==> src/rtl/opaddr_pkg.sv <==
// Shared mode and sequencer state types for the operand address generator.
package opaddr_pkg;
    typedef enum logic [3:0] {
        M_CONST  = 4'd0,
        M_REG    = 4'd1,
        M_RIND   = 4'd2,
        M_BDISP  = 4'd3,
        M_BIDX   = 4'd4,
        M_SCALED = 4'd5,
        M_POSTINC= 4'd6,
        M_POSTDEC= 4'd7,
        M_UPDATE = 4'd8,
        M_INDIR  = 4'd9
    } mode_e;

    typedef enum logic [1:0] {
        S_IDLE = 2'd0,
        S_RD1  = 2'd1,
        S_RD2  = 2'd2
    } seq_e;
endpackage

==> src/rtl/opaddr_calc.sv <==
// Combinational address and write-back value former.
// Decodes the mode into class flags and computes the first read address,
// the direct operand and the base update value. Assumes DW >= DSPW.
module opaddr_calc
    import opaddr_pkg::*;
#(
    parameter int DW   = 32,
    parameter int DSPW = 16,
    parameter int SCW  = 2
) (
    input  logic [3:0]      mode,
    input  logic [DW-1:0]   base_val,
    input  logic [DW-1:0]   index_val,
    input  logic [DSPW-1:0] disp,
    input  logic [SCW-1:0]  scale,
    input  logic [DW-1:0]   pc_val,
    input  logic            pc_sel,
    output logic            legal,
    output logic            is_mem,
    output logic            is_ind,
    output logic            is_wb,
    output logic [DW-1:0]   addr,
    output logic [DW-1:0]   direct,
    output logic [DW-1:0]   wb_val
);
    localparam int EXTW = DW - DSPW;

    logic [DW-1:0] sdisp;
    logic [DW-1:0] step;
    logic [DW-1:0] disp_base;
    mode_e         m;

    assign sdisp     = {{EXTW{disp[DSPW-1]}}, disp};
    assign step      = DW'(1) << scale;
    assign disp_base = pc_sel ? pc_val : base_val;
    assign m         = mode_e'(mode);

    // Decode mode into address, direct operand and update value.
    always_comb begin
        legal  = 1'b1;
        is_mem = 1'b1;
        is_ind = 1'b0;
        is_wb  = 1'b0;
        addr   = base_val;
        direct = base_val;
        wb_val = base_val;
        case (m)
            M_CONST:   begin is_mem = 1'b0; direct = sdisp; end
            M_REG:     begin is_mem = 1'b0; end
            M_RIND:    addr = base_val;
            M_BDISP:   addr = disp_base + sdisp;
            M_BIDX:    addr = base_val + index_val;
            M_SCALED:  addr = base_val + (index_val << scale);
            M_POSTINC: begin is_wb = 1'b1; wb_val = base_val + step; end
            M_POSTDEC: begin is_wb = 1'b1; wb_val = base_val - step; end
            M_UPDATE:  begin is_wb = 1'b1; addr = base_val + sdisp; wb_val = base_val + sdisp; end
            M_INDIR:   is_ind = 1'b1;
            default:   begin legal = 1'b0; is_mem = 1'b0; end
        endcase
    end
endmodule

==> src/rtl/opaddr_seq.sv <==
// Handshake and read sequencer.
// Accepts a start only while idle, issues one or two dependent reads and
// registers the result into a one-cycle done pulse. Assumes the memory
// returns data the cycle after it samples a request.
module opaddr_seq
    import opaddr_pkg::*;
#(
    parameter int DW = 32
) (
    input  logic          clk,
    input  logic          rst_n,
    input  logic          start,
    input  logic          legal,
    input  logic          is_mem,
    input  logic          is_ind,
    input  logic          is_wb,
    input  logic [DW-1:0] addr,
    input  logic [DW-1:0] direct,
    input  logic [DW-1:0] wb_val,
    input  logic [DW-1:0] mem_rdata,
    output logic          mem_req,
    output logic [DW-1:0] mem_addr,
    output logic          done,
    output logic [DW-1:0] operand,
    output logic          wb_en,
    output logic [DW-1:0] wb_data,
    output logic          illegal,
    output logic          busy
);
    seq_e          state_q;
    logic          ind_q;
    logic          wb_q;
    logic [DW-1:0] wbv_q;
    logic          accept;

    assign accept = start && (state_q == S_IDLE);
    assign busy   = (state_q != S_IDLE);

    // Drive the read port: first read from the calculator, second from memory.
    always_comb begin
        mem_req  = (accept && legal && is_mem) || ((state_q == S_RD1) && ind_q);
        mem_addr = (state_q == S_RD1) ? mem_rdata : addr;
    end

    // Advance the sequence and register the results.
    always_ff @(posedge clk) begin
        if (!rst_n) begin
            state_q <= S_IDLE;
            ind_q   <= 1'b0;
            wb_q    <= 1'b0;
            wbv_q   <= '0;
            done    <= 1'b0;
            operand <= '0;
            wb_en   <= 1'b0;
            wb_data <= '0;
            illegal <= 1'b0;
        end else begin
            done    <= 1'b0;
            wb_en   <= 1'b0;
            illegal <= 1'b0;
            case (state_q)
                S_IDLE: begin
                    if (accept) begin
                        if (!legal) begin
                            illegal <= 1'b1;
                            done    <= 1'b1;
                        end else if (!is_mem) begin
                            operand <= direct;
                            done    <= 1'b1;
                        end else begin
                            state_q <= S_RD1;
                            ind_q   <= is_ind;
                            wb_q    <= is_wb;
                            wbv_q   <= wb_val;
                        end
                    end
                end
                S_RD1: begin
                    if (ind_q) begin
                        state_q <= S_RD2;
                    end else begin
                        operand <= mem_rdata;
                        done    <= 1'b1;
                        wb_en   <= wb_q;
                        wb_data <= wbv_q;
                        state_q <= S_IDLE;
                    end
                end
                S_RD2: begin
                    operand <= mem_rdata;
                    done    <= 1'b1;
                    state_q <= S_IDLE;
                end
                default: state_q <= S_IDLE;
            endcase
        end
    end
endmodule

==> src/rtl/opaddr_gen.sv <==
// Multi-mode operand address generator top.
// Joins the address calculator and the read sequencer. Inputs are sampled
// on the edge where start is seen while idle; they need not be held.
module opaddr_gen
    import opaddr_pkg::*;
#(
    parameter int DW   = 32,
    parameter int DSPW = 16,
    parameter int SCW  = 2
) (
    input  logic            clk,
    input  logic            rst_n,
    input  logic            start,
    input  logic [3:0]      mode,
    input  logic [DW-1:0]   base_val,
    input  logic [DW-1:0]   index_val,
    input  logic [DSPW-1:0] disp,
    input  logic [SCW-1:0]  scale,
    input  logic [DW-1:0]   pc_val,
    input  logic            pc_sel,
    output logic            mem_req,
    output logic [DW-1:0]   mem_addr,
    input  logic [DW-1:0]   mem_rdata,
    output logic            done,
    output logic [DW-1:0]   operand,
    output logic            wb_en,
    output logic [DW-1:0]   wb_data,
    output logic            illegal
);
    logic          legal, is_mem, is_ind, is_wb, busy;
    logic [DW-1:0] addr, direct, wb_val;

    opaddr_calc #(.DW(DW), .DSPW(DSPW), .SCW(SCW)) u_calc (
        .mode(mode), .base_val(base_val), .index_val(index_val),
        .disp(disp), .scale(scale), .pc_val(pc_val), .pc_sel(pc_sel),
        .legal(legal), .is_mem(is_mem), .is_ind(is_ind), .is_wb(is_wb),
        .addr(addr), .direct(direct), .wb_val(wb_val)
    );

    opaddr_seq #(.DW(DW)) u_seq (
        .clk(clk), .rst_n(rst_n), .start(start),
        .legal(legal), .is_mem(is_mem), .is_ind(is_ind), .is_wb(is_wb),
        .addr(addr), .direct(direct), .wb_val(wb_val),
        .mem_rdata(mem_rdata), .mem_req(mem_req), .mem_addr(mem_addr),
        .done(done), .operand(operand), .wb_en(wb_en), .wb_data(wb_data),
        .illegal(illegal), .busy(busy)
    );
endmodule

==> config.mk <==
export PLATFORM = sky130hd
export DESIGN_NAME = opaddr_gen
export DESIGN_NICKNAME = d
export VERILOG_FILES = /design/src/rtl/opaddr_pkg.sv /design/src/rtl/opaddr_calc.sv /design/src/rtl/opaddr_seq.sv /design/src/rtl/opaddr_gen.sv
export SDC_FILE = /design/constraint.sdc
export NUM_CORES = 1
export LEC_CHECK = 0
export BUFFER_PORTS_ARGS = -buffer_cell sky130_fd_sc_hd__buf_2
export CORE_ASPECT_RATIO = 0.75
export CORE_UTILIZATION = 40
export DETAILED_ROUTE_END_ITERATION = 8
export PLACE_DENSITY = 0.66
export SLEW_MARGIN = 20
export SYNTH_ARGS = -nofsm -noshare
export SYNTH_HDL_FRONTEND = slang
export SYNTH_HIERARCHICAL = 1
export SYNTH_SLANG_ARGS = --single-unit
==> constraint.sdc <==
create_clock -name clk -period 15.2 [get_ports clk]
set_input_delay 3.04 -clock clk [delete_from_list [all_inputs] [get_ports clk]]
set_output_delay 3.04 -clock clk [all_outputs]
set_load 0.05 [all_outputs]
# Word-level counts from Yosys, hierarchy flattened
# Index checks and enable logic that the tools add are counted.
dict set report totals {
  output_inout_bits 100
  regBits 103
}
dict set report classes {
  reduce_logical 17
  add_sub_neg 6
  mux 25
  n_bitwise 3
  n_eq_ne 16
  n_shift 2
}
# operator count
set op_table {}
lappend op_table {{2-to-1 mux 32 bit} 7}
lappend op_table {{one-hot mux 32 bit (3 select lines)} 2}
lappend op_table {{adder 32 bit} 5}
lappend op_table {{one-hot mux 32 bit (4 select lines)} 1}
lappend op_table {{<< shifter 1 x 2 -> 32 bit (first input constant)} 1}
lappend op_table {{<< shifter 32 x 2 -> 32 bit} 1}
lappend op_table {{subtractor 32 bit} 1}
lappend op_table {{== test 4 x 3 -> 1 bit (second input constant)} 4}
lappend op_table {{OR reduction 10 bit} 1}
lappend op_table {{2-to-1 mux 1 bit} 9}
lappend op_table {{== test 4 x 2 -> 1 bit (second input constant)} 2}
lappend op_table {{== test 4 bit (second input constant)} 2}
lappend op_table {{2-to-1 mux 2 bit} 4}
lappend op_table {{OR reduction 8 bit} 1}
lappend op_table {{!= test 2 x 1 -> 1 bit (second input constant)} 3}
lappend op_table {{AND reduction 3 bit} 2}
lappend op_table {{OR reduction 3 bit} 2}
lappend op_table {{AND reduction 5 bit} 1}
lappend op_table {{== test 4 x 1 -> 1 bit (second input constant)} 1}
lappend op_table {{logical AND 1 bit} 4}
lappend op_table {{logical NOT 4 bit} 1}
lappend op_table {{!= test 2 bit (second input constant)} 2}
lappend op_table {{one-hot mux 2 bit (2 select lines)} 1}
lappend op_table {{AND reduction 4 bit} 1}
lappend op_table {{8 further kinds} 10}

# Depth between registers and ports, before layout
dict set report logic_depth {
  word_depth 7
  depth_mapped 21
  ltp_nobuf 19
}

# By module
# Netlist, hierarchy kept.
# module area_per_inst_um2 seq_area_each_um2 n_inst cells_each
set by_module_without_submodules {}
lappend by_module_without_submodules {opaddr_calc 9258.9 0.0 1 1381}
lappend by_module_without_submodules {opaddr_seq 4529.3 2062.0 1 505}

# Least setup slack after synthesis
# No wires, ideal clock.
dict set report synth_path {
  kind {input to output}
  start {input mode[2]}
  end {output mem_addr[30]}
  t_required_ns 12.160
  path_stages 18
  path_slack_ns 4.844
  path_buffers 2
  arrival_time_ns 7.316
  cell_sequence {clkbuf_1 > nor3b_1 > nand2_1 > clkbuf_1 > o31ai_1 > inv_1 > fa_1 > nor2b_1 > o31a_1 > o21ai_1 > o311a_1 > o31ai_1 > a21oi_1 > o31ai_1 > xnor2_1 > nor2_1 > a2111o_1 > mux2_2}
}
dict set report synth_via {
  elab_chain_cells 3
  elab_cells_between_ends 6
}
# item line
set synth_lines {}
lappend synth_lines {{start, declared} opaddr_gen.sv:14} ;# input logic [3:0] mode,
lappend synth_lines {{== test 4 bit, or another cell as far along} opaddr_calc.sv:47} ;# case (m)
lappend synth_lines {{one-hot mux 32 bit (4 select lines) (*)} opaddr_calc.sv:47}
lappend synth_lines {{via addr[30]} opaddr_gen.sv:31} ;# logic [DW-1:0] addr, direct, wb_val;
lappend synth_lines {{2-to-1 mux 32 bit (*)} opaddr_seq.sv:42} ;# mem_addr = (state_q == S_RD1) ? mem_rdata : addr;
lappend synth_lines {{end, declared} opaddr_gen.sv:22} ;# output logic [DW-1:0] mem_addr,
# Mark *: on every way through the listed nets, which the timed path passes. The rest lies on a longest branch.

# Worst setup path in the final report
dict set report layout_path {
  start {input scale[0]}
  end {output mem_addr[21]}
}
dict set report layout_via {
  elab_chain_cells 4
}
# item line
set layout_lines {}
lappend layout_lines {{start, declared} opaddr_gen.sv:18} ;# input logic [SCW-1:0] scale,
lappend layout_lines {{<< shifter 32 x 2 -> 32 bit} opaddr_calc.sv:53} ;# M_SCALED: addr = base_val + (index_val << scale);
lappend layout_lines {{adder 32 bit} opaddr_calc.sv:53}
lappend layout_lines {{one-hot mux 32 bit (4 select lines)} opaddr_calc.sv:47}
lappend layout_lines {{via addr[21]} opaddr_gen.sv:31}
lappend layout_lines {{2-to-1 mux 32 bit} opaddr_seq.sv:42}
# The timed path passes the listed nets, and every way through them passes these cells.

==> results.md <==
| Metric | Reported | Unit |
|---|---|---|
| Post-detailed-route wirelength per cell | 20.76 | um |
| Floorplan row count | 58 | - |
| Via count | 14994 | - |
| Ordered list of cells on the worst path | buf_2, inv_1, nor2_1, a22oi_1, o21ai_0, ha_1, a211oi_1, o211ai_1, a221o_1, a41oi_1, o221ai_1, a21oi_1, xnor2_1, a221oi_1, o21ai_0, mux2_2, buf_2 | - |
| Unrepaired setup endpoints after global routing | no | - |
| Slowest library cell on the worst path | sky130_fd_sc_hd__buf_2 | - |
| Ratio of final minimum period to clock period | 76.12 | % |
| Mean area per synthesized cell | 7.313 | um2 |
| Arrival time at the worst endpoint | 8.53 | ns |
| Commonest cells after routing, fill and taps aside | sky130_fd_sc_hd__nand2_1, sky130_fd_sc_hd__buf_2, sky130_fd_sc_hd__a21oi_1 | - |
| Fin. Hold Viols | 0 | - |
| Crit-path max FO | 37 | - |
| Clock-pin slew of the registers on the worst-case setup and hold paths | 0.06 | ns |
| Layout cell share with drive strength beyond 1 | 18.94 | % |
| Remaining antenna violation count | 0 | - |
| Final Slew Violations | 0 | - |
| I/O pins | 254 | - |
| Relative slew slack | 23.01 | % |
| P_leak | 7.014 | nW |
| Buffers on Ports | 253 | - |
| Growth of design area from synthesis to finish | 12.58 | % |
| Worst hold path class | flop to flop | - |
| Die area | 0.03522 | mm2 |
| Layout net count | 2333 | - |
| Final weighted congestion in routability-driven placement | 0.9830 | - |
| Yosys warns | 6 | - |
| Starting DRC count in detailed routing | 1406 | - |
| Synthesized net count | 2174 | - |
| Total of endpoints with negative setup slack in the final report | 0 | - |
| Highest clock frequency the design can meet | 0.08643 | GHz |
| Post-detailed-route via-to-cell ratio | 6.000 | - |
| TNS Setup | 0 | ns |
| TritonCTS clock tree | built | - |
| Area of the core | 0.03374 | mm2 |
| Clock Latency Late Sink | 0.36 | ns |
| Required time of the critical path | 12.16 | ns |
| Most frequent standard cell in the layout excluding fill and tap cells | sky130_fd_sc_hd__nand2_1 | - |
| Hpwl dp | 40390 | um |
| Die outline width | 216.4 | um |
| Post_cts resized | 0 | - |
| Number of search-and-repair iterations in the first detailed-routing pass | 5 | - |
| Clk buf depth | 2 | - |
| Crit path time final | 11.57 | ns |
| Number of antenna repair diodes | 0 | - |
| Pin count of the biggest net entering global routing | 71 | - |
| Number of buffers inserted by post-CTS setup repair | 0 | - |
| Power per standard cell area | 80.58 | mW/mm2 |
| Critical path buffers and inverters | 3 | - |
| Wire length of the first global-routing pass | 78110 | um |
| Number of violations of the max-capacitance limit | 0 | - |
| Via count of the first global-routing pass | 13699 | - |
| GRT Residual Overflow | 0 | - |
| Skew final | 0.008347 | ns |
| Cell family with most CP delay | compound AO/OA/AOI/OAI gates | - |
| Wirelength, routed | 51880 | um |
| Initial antenna violation count | 0 | - |
| Crit Path Class | primary input to primary output | - |
| Number of remaining DRC errors | 0 | - |
| Clock sink count | 103 | - |
| Setup crit end kind | primary output | - |
| Combined global-route utilization of all metal layers | 28.43 | % |
| H-tree Lvls | 3 | - |
| Maximum cell stage delay along the critical path | 0.65 | ns |
| Clock tree root buffer cell | sky130_fd_sc_hd__clkbuf_16 | - |
| Nature of the critical path startpoint | primary input | - |
| Y dimension of the die | 162.8 | um |
| Area of the mapped netlist | 0.01378 | mm2 |
| Run status | finished, final reports clean | - |
| CTS buffer count | 9 | - |
| Slew @ Worst Pin | 1.155 | ns |
| Final core utilization | 45.99 | % |
| Mapped Cells | 1885 | - |
| Largest vdd supply drop | 0.00005811 | V |
| CTS Hold Bufs | 0 | - |
| Initial standard-cell utilization of the core | 40.85 | % |
power by group:
| part | switching, W | internal [W] | total, W |
|---|---|---|---|
| logic | 0.000473 | 0.000255 | 0.000728 |
| registers | 0.0000116 | 0.000291 | 0.000303 |
| clock network | 0.000104 | 0.000116 | 0.000219 |
| total | 0.000588 | 0.000663 | 0.00125 |
layer usage:
metal  vias to the layer above  routed length, um  track usage, %
li1                       7229                  -               -
met1                      7015              23630           38.21
met2                       663              22710           45.22
met3                        87               3883           5.341
met4                         0               1656           10.15
met5                         -                  0               0
per-stage QoR:
step                cells  power (W)  setup WS [ns]  hold slack [ns]  area, um2
finish               2499   0.001251          3.630           0.4508      15520
CTS                  2499   0.001248          3.768           0.4528      15520
global route         2499   0.001321          3.125           0.4645      15520
floorplan            1885  0.0008436          4.844           0.4319      13780
detailed placement   2483   0.001023          3.808           0.4439      15240
global placement     2483   0.001017          3.895           0.4444      15240
flip-flops by register name (all words and copies together), names as in the netlist:
signal	cells
u_seq/wb_data	32
u_seq/ind_q	1
u_seq/wbv_q	32
u_seq/wb_q	1
u_seq/wb_en	1
u_seq/done	1
u_seq/illegal	1
u_seq/operand	32
u_seq/state_q	2
worst paths after layout:
check	start	endpoint	slack, ns	cells past startpoint
setup / recovery	scale[0]	mem_addr[21]	3.63	17
hold / removal	u_seq/wb_data[1]	u_seq/wb_data[1]	0.45	2
setup reg to reg	u_seq/state_q[1]	u_seq/operand[28]	11.80	5
hold reg to reg	u_seq/wb_data[1]	u_seq/wb_data[1]	0.45	2
cell type report:
type | instances | area (um2)
clock inverter | 4 | 31.28
inverter | 37 | 140.1
clock buffer | 12 | 246.5
timing repair buffer | 271 | 1401
fill | 3484 | 18230
sequential | 103 | 2062
tap | 450 | 563.0
multi-input combinational | 1622 | 11070
worst min-delay path: stages (launching register included):
cell                      delay, ns
sky130_fd_sc_hd__dfxtp_1       0.31
sky130_fd_sc_hd__nand2_1       0.05
sky130_fd_sc_hd__a21oi_1       0.05
(Power assumes the default switching activity.)
